===== src/rtl/uart_stat_pkg.sv =====
package uart_stat_pkg;
  localparam int SW      = 8;
  localparam int B_EOT   = 7;
  localparam int B_FER   = 6;
  localparam int B_PER   = 5;
  localparam int B_OER   = 4;
  localparam int B_RD2   = 3;
  localparam int B_BUSY  = 2;
  localparam int B_RDY   = 1;
  localparam int B_TEMP  = 0;
  localparam int NSTICKY = 4;

  // sticky flag update: a set event takes priority over a write-one clear
  function automatic logic sticky_next(logic cur, logic set, logic clr);
    return set | (cur & ~clr);
  endfunction

  // occupancy of a queue after one cycle of push/pop
  function automatic logic [1:0] occ_next(logic [1:0] cur, logic push, logic pop);
    logic [1:0] r;
    r = cur;
    if (push && !pop) r = cur + 2'd1;
    if (pop && !push) r = cur - 2'd1;
    return r;
  endfunction
endpackage


===== src/rtl/uart_sticky_flags.sv =====
module uart_sticky_flags #(
  parameter int N = 4
) (
  input  logic         clk,
  input  logic         rst_n,
  input  logic [N-1:0] set_i,
  input  logic [N-1:0] clr_i,
  output logic [N-1:0] flag_o
);
  import uart_stat_pkg::*;

  for (genvar g = 0; g < N; g++) begin : g_flag
    always_ff @(posedge clk or negedge rst_n) begin
      if (!rst_n) flag_o[g] <= 1'b0;
      else        flag_o[g] <= sticky_next(flag_o[g], set_i[g], clr_i[g]);
    end
  end
endmodule


===== src/rtl/uart_rx_queue.sv =====
module uart_rx_queue #(
  parameter int DW = 8
) (
  input  logic          clk,
  input  logic          rst_n,
  input  logic          push_i,
  input  logic [DW-1:0] din_i,
  input  logic          pop_i,
  output logic [DW-1:0] head_o,
  output logic [1:0]    occ_o,
  output logic          drop_o
);
  import uart_stat_pkg::*;

  localparam int DEPTH = 2;

  logic [DW-1:0] slot [DEPTH];
  logic          wp, rp;
  logic          pop_ok, push_ok;

  assign pop_ok  = pop_i && (occ_o != 2'd0);
  assign push_ok = push_i && ((occ_o != 2'(DEPTH)) || pop_ok);
  assign drop_o  = push_i && !push_ok;
  assign head_o  = slot[rp];

  always_ff @(posedge clk or negedge rst_n) begin
    if (!rst_n) begin
      wp    <= 1'b0;
      rp    <= 1'b0;
      occ_o <= 2'd0;
      for (int i = 0; i < DEPTH; i++) slot[i] <= '0;
    end else begin
      if (push_ok) begin
        slot[wp] <= din_i;
        wp       <= ~wp;
      end
      if (pop_ok) rp <= ~rp;
      occ_o <= occ_next(occ_o, push_ok, pop_ok);
    end
  end
endmodule


===== src/rtl/uart_tx_hold.sv =====
module uart_tx_hold #(
  parameter int DW = 8
) (
  input  logic          clk,
  input  logic          rst_n,
  input  logic          load_i,
  input  logic [DW-1:0] din_i,
  input  logic          take_i,
  output logic [DW-1:0] data_o,
  output logic          full_o
);
  always_ff @(posedge clk or negedge rst_n) begin
    if (!rst_n) begin
      data_o <= '0;
      full_o <= 1'b0;
    end else begin
      if (load_i) begin
        data_o <= din_i;
        full_o <= 1'b1;
      end else if (take_i) begin
        full_o <= 1'b0;
      end
    end
  end
endmodule


===== src/rtl/uart_stat_ctl.sv =====
module uart_stat_ctl #(
  parameter int          DW       = 8,
  parameter int          AW       = 2,
  parameter logic [AW-1:0] A_STAT = 2'd0,
  parameter logic [AW-1:0] A_TXD  = 2'd1,
  parameter logic [AW-1:0] A_RXD  = 2'd2
) (
  input  logic          clk,
  input  logic          rst_n,
  input  logic          tx_busy_i,
  input  logic          tx_take_i,
  input  logic          rx_done_i,
  input  logic [DW-1:0] rx_byte_i,
  input  logic          rx_stop_err_i,
  input  logic          rx_par_err_i,
  input  logic [AW-1:0] bus_addr_i,
  input  logic          bus_wr_i,
  input  logic          bus_rd_i,
  input  logic [DW-1:0] bus_wdata_i,
  output logic [DW-1:0] bus_rdata_o,
  output logic [DW-1:0] tx_data_o,
  output logic [7:0]    stat_o
);
  import uart_stat_pkg::*;

  // named internal events
  logic          st_wr, txd_wr, rxd_rd;
  logic          busy_q, busy_fall;
  logic          rx_drop;
  logic [1:0]    rx_occ;
  logic [DW-1:0] rx_head;
  logic          tx_full;
  logic [NSTICKY-1:0] st_set, st_clr, st_q;

  assign st_wr  = bus_wr_i && (bus_addr_i == A_STAT);
  assign txd_wr = bus_wr_i && (bus_addr_i == A_TXD);
  assign rxd_rd = bus_rd_i && (bus_addr_i == A_RXD);

  always_ff @(posedge clk or negedge rst_n) begin
    if (!rst_n) busy_q <= 1'b0;
    else        busy_q <= tx_busy_i;
  end
  assign busy_fall = busy_q && !tx_busy_i;

  uart_rx_queue #(.DW(DW)) u_rxq (
    .clk(clk), .rst_n(rst_n),
    .push_i(rx_done_i), .din_i(rx_byte_i), .pop_i(rxd_rd),
    .head_o(rx_head), .occ_o(rx_occ), .drop_o(rx_drop)
  );

  uart_tx_hold #(.DW(DW)) u_txh (
    .clk(clk), .rst_n(rst_n),
    .load_i(txd_wr), .din_i(bus_wdata_i), .take_i(tx_take_i),
    .data_o(tx_data_o), .full_o(tx_full)
  );

  // sticky order: [3] eot, [2] framing, [1] parity, [0] overrun
  assign st_set = {busy_fall, rx_done_i && rx_stop_err_i,
                   rx_done_i && rx_par_err_i, rx_drop};
  assign st_clr = st_wr ? bus_wdata_i[B_EOT:B_OER] : '0;

  uart_sticky_flags #(.N(NSTICKY)) u_sticky (
    .clk(clk), .rst_n(rst_n),
    .set_i(st_set), .clr_i(st_clr), .flag_o(st_q)
  );

  always_comb begin
    stat_o         = '0;
    stat_o[B_EOT]  = st_q[3];
    stat_o[B_FER]  = st_q[2];
    stat_o[B_PER]  = st_q[1];
    stat_o[B_OER]  = st_q[0];
    stat_o[B_RD2]  = (rx_occ == 2'd2);
    stat_o[B_BUSY] = busy_q;
    stat_o[B_RDY]  = (rx_occ != 2'd0);
    stat_o[B_TEMP] = !tx_full;
  end

  always_comb begin
    bus_rdata_o = '0;
    if (bus_addr_i == A_STAT)     bus_rdata_o = DW'(stat_o);
    else if (bus_addr_i == A_TXD) bus_rdata_o = tx_data_o;
    else if (bus_addr_i == A_RXD) bus_rdata_o = rx_head;
  end
endmodule


===== config.mk =====
export PLATFORM = sky130hd
export DESIGN_NAME = uart_stat_ctl
export DESIGN_NICKNAME = d
export VERILOG_FILES = /design/src/rtl/uart_stat_pkg.sv /design/src/rtl/uart_sticky_flags.sv /design/src/rtl/uart_rx_queue.sv /design/src/rtl/uart_tx_hold.sv /design/src/rtl/uart_stat_ctl.sv
export SDC_FILE = /design/constraint.sdc
export NUM_CORES = 1
export LEC_CHECK = 0
export BUFFER_PORTS_ARGS = -buffer_cell sky130_fd_sc_hd__buf_2
export CORE_ASPECT_RATIO = 1.4
export CORE_MARGIN = 3
export CORE_UTILIZATION = 54
export CTS_BUF_LIST = sky130_fd_sc_hd__clkbuf_4 sky130_fd_sc_hd__clkbuf_8 sky130_fd_sc_hd__clkbuf_16
export CTS_CLUSTER_SIZE = 12
export DETAILED_ROUTE_END_ITERATION = 7
export PLACE_DENSITY = 0.94
export SLEW_MARGIN = 20
export SYNTH_ARGS = -nofsm -noshare
export SYNTH_HDL_FRONTEND = slang
export SYNTH_SLANG_ARGS = --single-unit
export TNS_END_PERCENT = 10

===== constraint.sdc =====
create_clock -name clk -period 3.9 [get_ports clk]
set_input_delay 0.78 -clock clk [delete_from_list [all_inputs] [get_ports clk]]
set_output_delay 0.78 -clock clk [all_outputs]
set_load 0.005 [all_outputs]

-- Yosys cells after proc, flatten, opt, wreduce, memory -nomap -nowiden
Index checks and enable logic that the tools add are counted.
- flip-flop bits (word level): 34
- input bits: 27
- output and inout bits: 24
- logic and storage cells: 72
- $add $sub $neg: 2
- magnitude comparators: 3
- equality and inequality tests: 4
- multiplexer cells: 14
- bitwise gates (word level): 16
- reduce and logical (&&, ||, !) cells: 21
- operators with widths (cell ; count):
    8-bit 2-to-1 mux ; 7
    16-bit bitwise mux ; 1
    1-bit logical AND ; 12
    8-bit demux with 1-bit select ; 1
    1-bit inverter ; 6
    2-bit nonzero test ; 3
    1-bit bitwise AND ; 4
    2-bit == test (second input constant) ; 2
    2-bit >= comparator (second input constant) ; 2
    1-bit zero test ; 4
    2-bit 2-to-1 mux ; 2
    4-bit 2-to-1 mux ; 1
    1-bit inverter with 2-bit output ; 2
    1-bit OR ; 4
    2-bit by 1-bit adder with 2-bit output (second input constant) ; 1
    2-bit by 1-bit == test with 1-bit output (second input constant) ; 1
    2-bit zero test ; 1
    2-bit by 1-bit < comparator with 1-bit output (second input constant) ; 1
    1-bit 2-to-1 mux ; 2
    2-bit != test (second input constant) ; 1
    2-bit by 1-bit subtractor with 2-bit output (second input constant) ; 1
    1-bit logical OR ; 1

-- Logic depth before layout (Yosys ltp)
Gate-level depths: netlist of the first run.
- depth after elaboration: 8
- mapped depth: 8
- gate-level depth less buffers: 6

-- By module
A second synthesis of the first run with hierarchy kept.
- cells, all modules: 131
- area total of the unflattened synthesis: 1727.9 sq um
- modules (own cells, without submodules) (module ; instances ; cells each ; area each (sq um) ; sequential area each (sq um)):
    uart_rx_queue ; 1 ; 59 ; 902.1 ; 500.5
    uart_tx_hold ; 1 ; 20 ; 369.1 ; 225.2
    uart_stat_ctl ; 1 ; 40 ; 311.5 ; 25.0
    uart_sticky_flags ; 1 ; 12 ; 145.1 ; 100.1

-- Worst setup path after synthesis of the first run
Ideal clock, no wire load.
- kind: input to register
- start: input port bus_addr_i[1]
- end: register u_rxq.occ_o[1]
- setup time: 79 ps
- data arrival time: 1999 ps
- required time: 3821 ps
- slack: 1822 ps
- cell stages on the path: 7
- buffers on the path: 2
- path through: and3b_1 > buf_2 > o21ai_4 > buf_6 > ha_1 > nor2_1 > xor2_1
- word-level cells in the longest chain between the ends: 8
- elaborated cells between the ends (all ways): 11
- classes of those cells: 1 x eq/ne; 1 x mux; 9 x reduce/logical
- RTL lines (what ; RTL line ; RTL):
    start, declared ; uart_stat_ctl.sv:16 ; input logic [AW-1:0] bus_addr_i,
    2-bit == test (*) ; uart_stat_ctl.sv:37 ; assign rxd_rd = bus_rd_i && (bus_addr_i == A_RXD);
    1-bit logical AND (*) ; uart_stat_ctl.sv:37 ;
    1-bit logical AND (*) ; uart_rx_queue.sv:21 ; assign pop_ok = pop_i && (occ_o != 2'd0);
    1-bit logical OR ; uart_rx_queue.sv:22 ; assign push_ok = push_i && ((occ_o != 2'(DEPTH)) || pop_ok);
    1-bit logical AND ; uart_rx_queue.sv:22 ;
    1-bit zero test ; uart_stat_pkg.sv:23 ; if (pop && !push) r = cur - 2'd1;
    1-bit logical AND ; uart_stat_pkg.sv:23 ;
    2-bit 2-to-1 mux or 2-bit nonzero test (tied branches) ; - ;
    end signal, assigned ; uart_rx_queue.sv:38 ; occ_o <= occ_next(occ_o, push_ok, pop_ok);
    end, declared ; uart_rx_queue.sv:10 ; output logic [1:0] occ_o,
Every way passes the cells marked *; elsewhere a longest branch is shown, timed or not.
A chain may end at the register's enable or synchronous reset.

-- Worst setup path after layout of the first run
- start: input port bus_addr_i[0]
- end: output port bus_rdata_o[0]
- word-level cells in the longest chain between the ends: 4
- elaborated cells between the ends (all ways): 6
- classes of those cells: 2 x eq/ne; 3 x mux; 1 x reduce/logical
- RTL lines (what ; RTL line ; RTL):
    2-bit == test ; uart_stat_ctl.sv:83 ; else if (bus_addr_i == A_RXD) bus_rdata_o = rx_head;
    8-bit 2-to-1 mux ; uart_stat_ctl.sv:83 ;
    8-bit 2-to-1 mux ; uart_stat_ctl.sv:82 ; else if (bus_addr_i == A_TXD) bus_rdata_o = tx_data_o;
    8-bit 2-to-1 mux (*) ; uart_stat_ctl.sv:81 ; if (bus_addr_i == A_STAT) bus_rdata_o = DW'(stat_o);
    end, declared ; uart_stat_ctl.sv:20 ; output logic [DW-1:0] bus_rdata_o,
Marked as above.

==> qor.csv, run 1 <==
stage,metric,value,unit
status,status,"finished, final reports clean",
clock_network,post_cts_buffers,0,
critical_path,critical_path_required,3120,ps
synth,synth_warnings,0,
floorplan,ioPinCount,51,
layout,multi_input_area,734,um^2
sta,slew_headroom,0.503,
layout,register_area,851,um^2
detailed_routing,drt_iter0_drc,28,
clock_network,ctsHoldBuffers,0,
critical_path,reg2reg_from,u_rxq.occ_o[0],
sta,fin_setup_tns,0,ps
clock_network,cts_made_buffers,5,
placed_design,place_inst,217,
critical_path,r2r_setup_slack,2020,ps
critical_path,worst-setup-path-type,in2out,
clock_network,clk_pin_slew_worst_paths,60,ps
layout,final-instance-count-excl-fill,225,
layout,num-nets-final,215,
sta,rsz0062_at_grt,false,
placed_design,portBuffers,50,
layout,n_fill_cell,229,
placed_design,gp_routability_congestion,0.835,
flow_run,drv_cap,0,
critical_path,crit_end,bus_rdata_o[0],
critical_path,ff2ff_path_depth,5,
floorplan,coreArea,2910,um^2
clock_network,cts.sinks,34,
grt,grt_antenna_before_repair,0,
synth,synth-simple-area-share,0.0999,
synth,ys_seq_elements,34,
detailed_routing,wire_per_inst,17.1,um
grt,grt.total_usage,0.232,
critical_path,cp.arrival,1700,ps
grt,grt_pass1_wl,6.44,mm
synth,synth-xor-area-share,0.0265,
detailed_routing,drc,0,
sta,fin_crit_sh,0.635,
layout,area_delta_synth_final,21.2,%
critical_path,critPathMaxFanout,13,
grt,grt_overflow,0,
clock_network,clockBufferDepth,2,
sta,worst_pin_slew,745,ps
floorplan,die_y,71.5,um
layout,fin_util,0.689,
synth,syn_inst,140,
grt,grt_max_degree,35,
sta,finClkSkew,5.08,ps
floorplan,dieWidth,52.8,um
floorplan,start_util,0.569,
clock_network,root_buffer,clkbuf_8,
synth,synth.distinct_cells,29,
synth,syn_area_per_cell,11.8,um^2
synth,synth_top_family_by_area,compound AO/OA/AOI/OAI gates,
synth,synth_fp_nets,168,
hold_path,min-delay-path-class,reg2reg,
synth,synthAdderAreaFrac,0.00757,
layout,drive_above_1_share,0.378,
critical_path,worst_setup_path_end_kind,primary output,
synth,yosysSeqAreaShare,0.515,
synth,synth-compound-area-share,0.165,
grt,grt_pass1_vias,1461,
critical_path,crit_start,bus_addr_i[0],
pwr,worst_ir_drop_vdd,426,uV
detailed_routing,wl,3.84,mm
detailed_routing,ant_nets,0,
detailed_routing,vias,1297,
synth,syn_area,1650,um^2
floorplan,placementRows,23,
pwr,powerDensity,674,nW/um^2
placed_design,hpwl,2.78,mm
pwr,total_power,1.35,mW
sta,slew_violations,0,
clock_network,cts_tree,done,
clock_network,postCtsResizedCells,0,
critical_path,cp-start-kind,input pin,
critical_path,rr_endpoint,u_rxq.occ_o[1],
clock_network,clk_latency,290,ps
hold_path,min-delay-start,u_rxq.occ_o[1],
layout,n_antenna_cell,0,
pwr,leakagePower,0.968,nW
sta,hold_viol,0,
detailed_routing,vias_per_cell,5.76,
detailed_routing,drt_pre_antenna_iters,4,
clock_network,htreeDepth,2,
sta,setup-violations-final,0,
synth,muxShareOfSynthArea,0.145,
sta,final.min_clock_period,2480,ps
sta,max_clock_freq,404,MHz
sta,worst_hold_slack,488,ps
floorplan,dieArea,3770,um^2
## registers in the layout, summed over array words and instances, names as in the netlist
register and flops:
busy_q 1, u_rxq.occ_o 2, u_rxq.rp 1, u_rxq.slot 16
u_rxq.wp 1, u_sticky.flag_o 4, u_txh.data_o 8, u_txh.full_o 1
## worst min path at each step
| stage | end | slack (ps) | cells after the start |
|---|---|---|---|
| after floorplan | u_rxq.slot[10] | 460 | 1 |
| final | u_rxq.occ_o[1] | 490 | 1 |
| after global routing | u_rxq.slot[4] | 520 | 1 |
| after CTS | u_rxq.occ_o[1] | 500 | 1 |
| after detailed placement | u_rxq.slot[3] | 480 | 1 |
| after global placement | u_rxq.slot[11] | 470 | 1 |
## cell usage after synthesis, drive strengths merged
cell type / instances / share of area
dfrtp: 34 / 0.51
o2bb2ai: 16 / 0.085
mux2i: 15 / 0.091
nand2: 12 / 0.027
nand2b: 10 / 0.038
mux2: 8 / 0.055
o22ai: 8 / 0.030
buf: 7 / 0.026
a22o: 4 / 0.021
clkbuf: 3 / 0.0076
inv: 3 / 0.0068
nor2: 3 / 0.0068
o21ai: 3 / 0.018
xnor2: 3 / 0.016
xor2: 2 / 0.011
a21oi: 1 / 0.0030
and2: 1 / 0.0038
and3b: 1 / 0.0053
ha: 1 / 0.0076
nand3b: 1 / 0.0068
nor2b: 1 / 0.0038
nor3b: 1 / 0.0045
o211ai: 1 / 0.0076
or2: 1 / 0.0038
## placed cells by master (no fill, tap or decap)
master,count
buf_2,50
dfrtp_1,34
o2bb2ai_1,16
mux2i_1,15
nand2_1,12
nand2b_1,10
o22ai_1,8
mux2_2,8
clkbuf_8,8
a22o_1,4
inv_1,3
nor2_1,3
xnor2_1,3
xor2_1,2
or2_2,1
and3b_1,1
and2_1,1
a21oi_1,1
o21ai_4,1
nor3b_1,1
o211ai_2,1
nor2b_1,1
o21ai_2,1
nand3b_2,1
o21ai_0,1
ha_1,1
## cells by family (layout without fill, tap and decap cells)
logic type	after synthesis	count (layout)
DFF	34	34
AOI/OAI and AO/OA	33	33
and+or+nand+nor	31	31
muxes	23	23
buffers and inverters	13	61
xor gates and xnor gates	5	5
adders and majority gates	1	1
## power breakdown
part,leakage (nW),switching (mW),internal [mW]
sequential,0.405,0.129,0.479
combinational,0.505,0.203,0.235
clock,0.0575,0.125,0.178
total,0.968,0.457,0.892
## metrics by stage
stage          setup slack [ps]  instance area (um^2)
4_1_cts                    1430                  2000
5_1_grt                    1380                  2000
2_1_floorplan              1820                  1650
6_report                   1420                  2000
3_3_place_gp               1460                  1890
3_5_place_dp               1360                  1890
## critical path, stage by stage
cell,delay [ps]
buf_2,200
nand2b_1,300
o22ai_1,270
buf_2,150
## cell type report
| type | instances | share of cell area |
|---|---|---|
| Sequential cell | 34 | 0.425 |
| Timing Repair Buffer | 50 | 0.125 |
| Multi-Input combinational cell | 93 | 0.367 |
| Clock buffer | 8 | 0.0550 |
| Tap cell | 37 | 0.0231 |
| Inverter | 3 | 0.00562 |
## routing by layer
metal | vias up | part of all wire | wire (um) | global-route usage
met5 | - | 0 | 0 | 0
met2 | 55 | 0.49 | 1890 | 0.365
li1 | 594 | - | - | -
met1 | 637 | 0.41 | 1580 | 0.277
met3 | 11 | 0.063 | 243 | 0.0707
met4 | 0 | 0.034 | 132 | 0.134
No activity file was read; power rests on OpenSTA's default activity.
==> run 2: changes to the inputs <==
Settings changed: CORE_UTILIZATION 54 to 50, PLACE_DENSITY 0.94 to 0.88.
Clock period 3.9 ns to 2.3 ns, I/O delays scaled along.
==> run 2 against run 1 <==
  * Global-route usage decreased by 2.0 points
  * Sequential share of layout area grew 0.11 points
  * Design area is 0.25% lower
  * Sequential cell count unchanged
  * Total power increased by 66%
  * Setup slack worse by 1100 ps
  * Final cell count is 1.3% higher
  * Critical path type is now reg2out
  * Critical endpoint is now bus_rdata_o[5]
  * Largest power group unchanged
==> qor.csv, run 2 (synthesis gave the netlist of run 1 again) <==
stage,metric,value,unit,change
status,status,"finished, final reports clean",,
clock_network,post_cts_buffers,0,,unchanged
grt,grt_pass1_vias,1324,,-9.4%
floorplan,die_y,74.0,um,+3.6%
sta,rsz0062_at_grt,false,,
layout,n_antenna_cell,0,,unchanged
sta,worst_hold_slack,233,ps,-255 ps
detailed_routing,wire_per_inst,16.2,um,-5.1%
floorplan,ioPinCount,51,,unchanged
pwr,pwr-share-comb,0.335,,+0.010
hold_path,min-delay-path-class,in2async,,
pwr,leakagePower,0.967,nW,-0.12%
clock_network,cts_made_buffers,5,,unchanged
layout,reg_top3,"u_rxq.slot x16, u_txh.data_o x8, u_sticky.flag_o x4",,
pwr,p_seq_frac,0.460,,+0.009
sta,fin_crit_sh,0.864,,
grt,grt_pass1_wl,6.13,mm,-4.8%
layout,regMostFlops,u_rxq.slot,,
layout,final_common_cell,buf_2,,
sta,max_clock_freq,503,MHz,
placed_design,gp_routability_congestion,0.828,,-0.74%
clock_network,cts.sinks,34,,unchanged
pwr,power.switching,768,uW,+68%
sta,hold_viol,0,,unchanged
sta,worst_pin_slew,740,ps,-5.25 ps
floorplan,coreArea,3150,um^2,+8.5%
placed_design,place_area,1900,um^2,+0.53%
critical_path,critical_path_required,1840,ps,-1280 ps
clock_network,root_buffer,clkbuf_8,,
pwr,powerDensity,1120,nW/um^2,+66%
detailed_routing,drc,0,,unchanged
grt,use_met3,0.0661,,-0.00455
layout,fin_util,0.634,,-0.0555
grt,grt-busiest-layer,met2,,
grt,grt.total_usage,0.212,,-0.0200
layout,drive_above_1_share,0.381,,+0.00329
placed_design,hpwl,2.75,mm,-1.1%
floorplan,dieArea,4040,um^2,+7.2%
pwr,switching_share,0.343,,+0.00426
sta,slew_headroom,0.507,,+0.00350
detailed_routing,vias_per_cell,5.59,,-3.0%
detailed_routing,vias,1275,,-1.7%
pwr,power.internal,1.47,mW,+65%
grt,grt_overflow,0,,unchanged
grt,grt_antenna_before_repair,0,,unchanged
floorplan,placementRows,24,,+4.3%
grt,grt.met1_usage,0.254,,-0.0233
critical_path,worst-setup-path-type,reg2out,,
detailed_routing,drt_pre_antenna_iters,4,,unchanged
sta,finClkSkew,1.03,ps,-4.04 ps
clock_network,htreeDepth,2,,unchanged
detailed_routing,ant_nets,0,,unchanged
layout,area_delta_synth_final,20.9,%,
sta,final.min_clock_period,1990,ps,
detailed_routing,wl,3.70,mm,-3.8%
pwr,p_clk_frac,0.205,,-0.020
sta,slew_violations,0,,unchanged
placed_design,portBuffers,50,,unchanged
critical_path,ff2ff_path_depth,5,,unchanged
grt,grt_max_degree,35,,unchanged
sta,setup-violations-final,0,,unchanged
flow_run,drv_cap,0,,unchanged
critical_path,worst_setup_path_end_kind,primary output,,
grt,gr-usage-met2,0.343,,-0.0212
pwr,total_power,2.24,mW,+66%
clock_network,clockBufferDepth,2,,unchanged
critical_path,critPathMaxFanout,9,,-4
clock_network,clk_latency,280,ps,about the same
layout,num-nets-final,216,,+0.47%
critical_path,cp-start-kind,flip-flop,,
clock_network,ctsHoldBuffers,0,,unchanged
layout,fin_area,2000,um^2,-0.25%
sta,fin_setup_tns,0,ps,unchanged
layout,largest_register_ff_count,16,,unchanged
clock_network,cts_tree,done,,
floorplan,dieWidth,54.6,um,+3.5%
floorplan,start_util,0.524,,-0.0445
clock_network,clk_pin_slew_worst_paths,70,ps,about the same
detailed_routing,drt_iter0_drc,25,,-11%
layout,n_fill_cell,240,,+4.8%
critical_path,cp.arrival,1530,ps,-170 ps
pwr,worst_ir_drop_vdd,820,uV,+92%
clock_network,postCtsResizedCells,0,,unchanged
layout,mostFrequentLayoutCells,"50 x buf_2, 34 x dfrtp_1, 16 x o2bb2ai_1, 15 x mux2i_1, 12 x nand2_1",,
-- run 2: cell types whose count changed in the layout (fill, tap and decap cells not counted) --
cell      previous run  this run
clkinv_2             0         1
buf_4                0         1
clkbuf_4             0         1
clkbuf_8             8         6
-- run 2: final timing paths --
kind	startpoint	slack, ps	end
worst min-delay path	rst_n	230	u_txh.data_o[0]
worst max register to register	u_rxq.occ_o[0]	630	u_rxq.occ_o[1]
worst max-delay path	u_rxq.rp	310	bus_rdata_o[5]
max in group asynchronous	rst_n	1590	u_rxq.slot[0]
min in group clk	tx_busy_i	300	busy_q
worst min register to register	u_rxq.slot[11]	490	u_rxq.slot[11]
-- run 2: critical path: stages (launching register included) --
cell and delay, ps:
dfrtp_1 670, mux2i_1 320, o22ai_1 120, buf_2 140
-- run 2: power by group through the flow --
stage	combinational, mW	clock (mW)	sequential, mW
3_5_place_dp	0.746	0	1.04
4_1_cts	0.754	0.465	1.03
3_3_place_gp	0.722	0	1.02
5_1_grt	0.828	0.495	1.06
2_1_floorplan	0.601	0	0.921
6_report	0.749	0.459	1.03
-- run 2: area by class of cell --
| type | count | area, um^2 | share of cell area |
|---|---|---|---|
| well taps | 39 | 48.8 | 0.0244 |
| inverters | 3 | 11.3 | 0.00564 |
| multi-input cells | 93 | 734 | 0.368 |
| clock inverters | 1 | 5.00 | 0.00250 |
| repair buffers | 51 | 258 | 0.129 |
| flip-flops and latches | 34 | 851 | 0.426 |
| clock buffers | 7 | 90.1 | 0.0451 |
-- run 2: metrics by stage --
| step | cells | setup WS (ps) |
|---|---|---|
| global placement | 220 | 428 |
| global route | 228 | 214 |
| CTS | 228 | 312 |
| detailed placement | 220 | 313 |
| finish | 228 | 312 |
| floorplan | 140 | 542 |
-- run 2: layer usage --
| metal | vias to the layer above | wire, um |
|---|---|---|
| li1 | 596 | - |
| met1 | 624 | 1430 |
| met2 | 46 | 1970 |
| met3 | 9 | 234 |
| met4 | 0 | 70 |
| met5 | - | 0 |
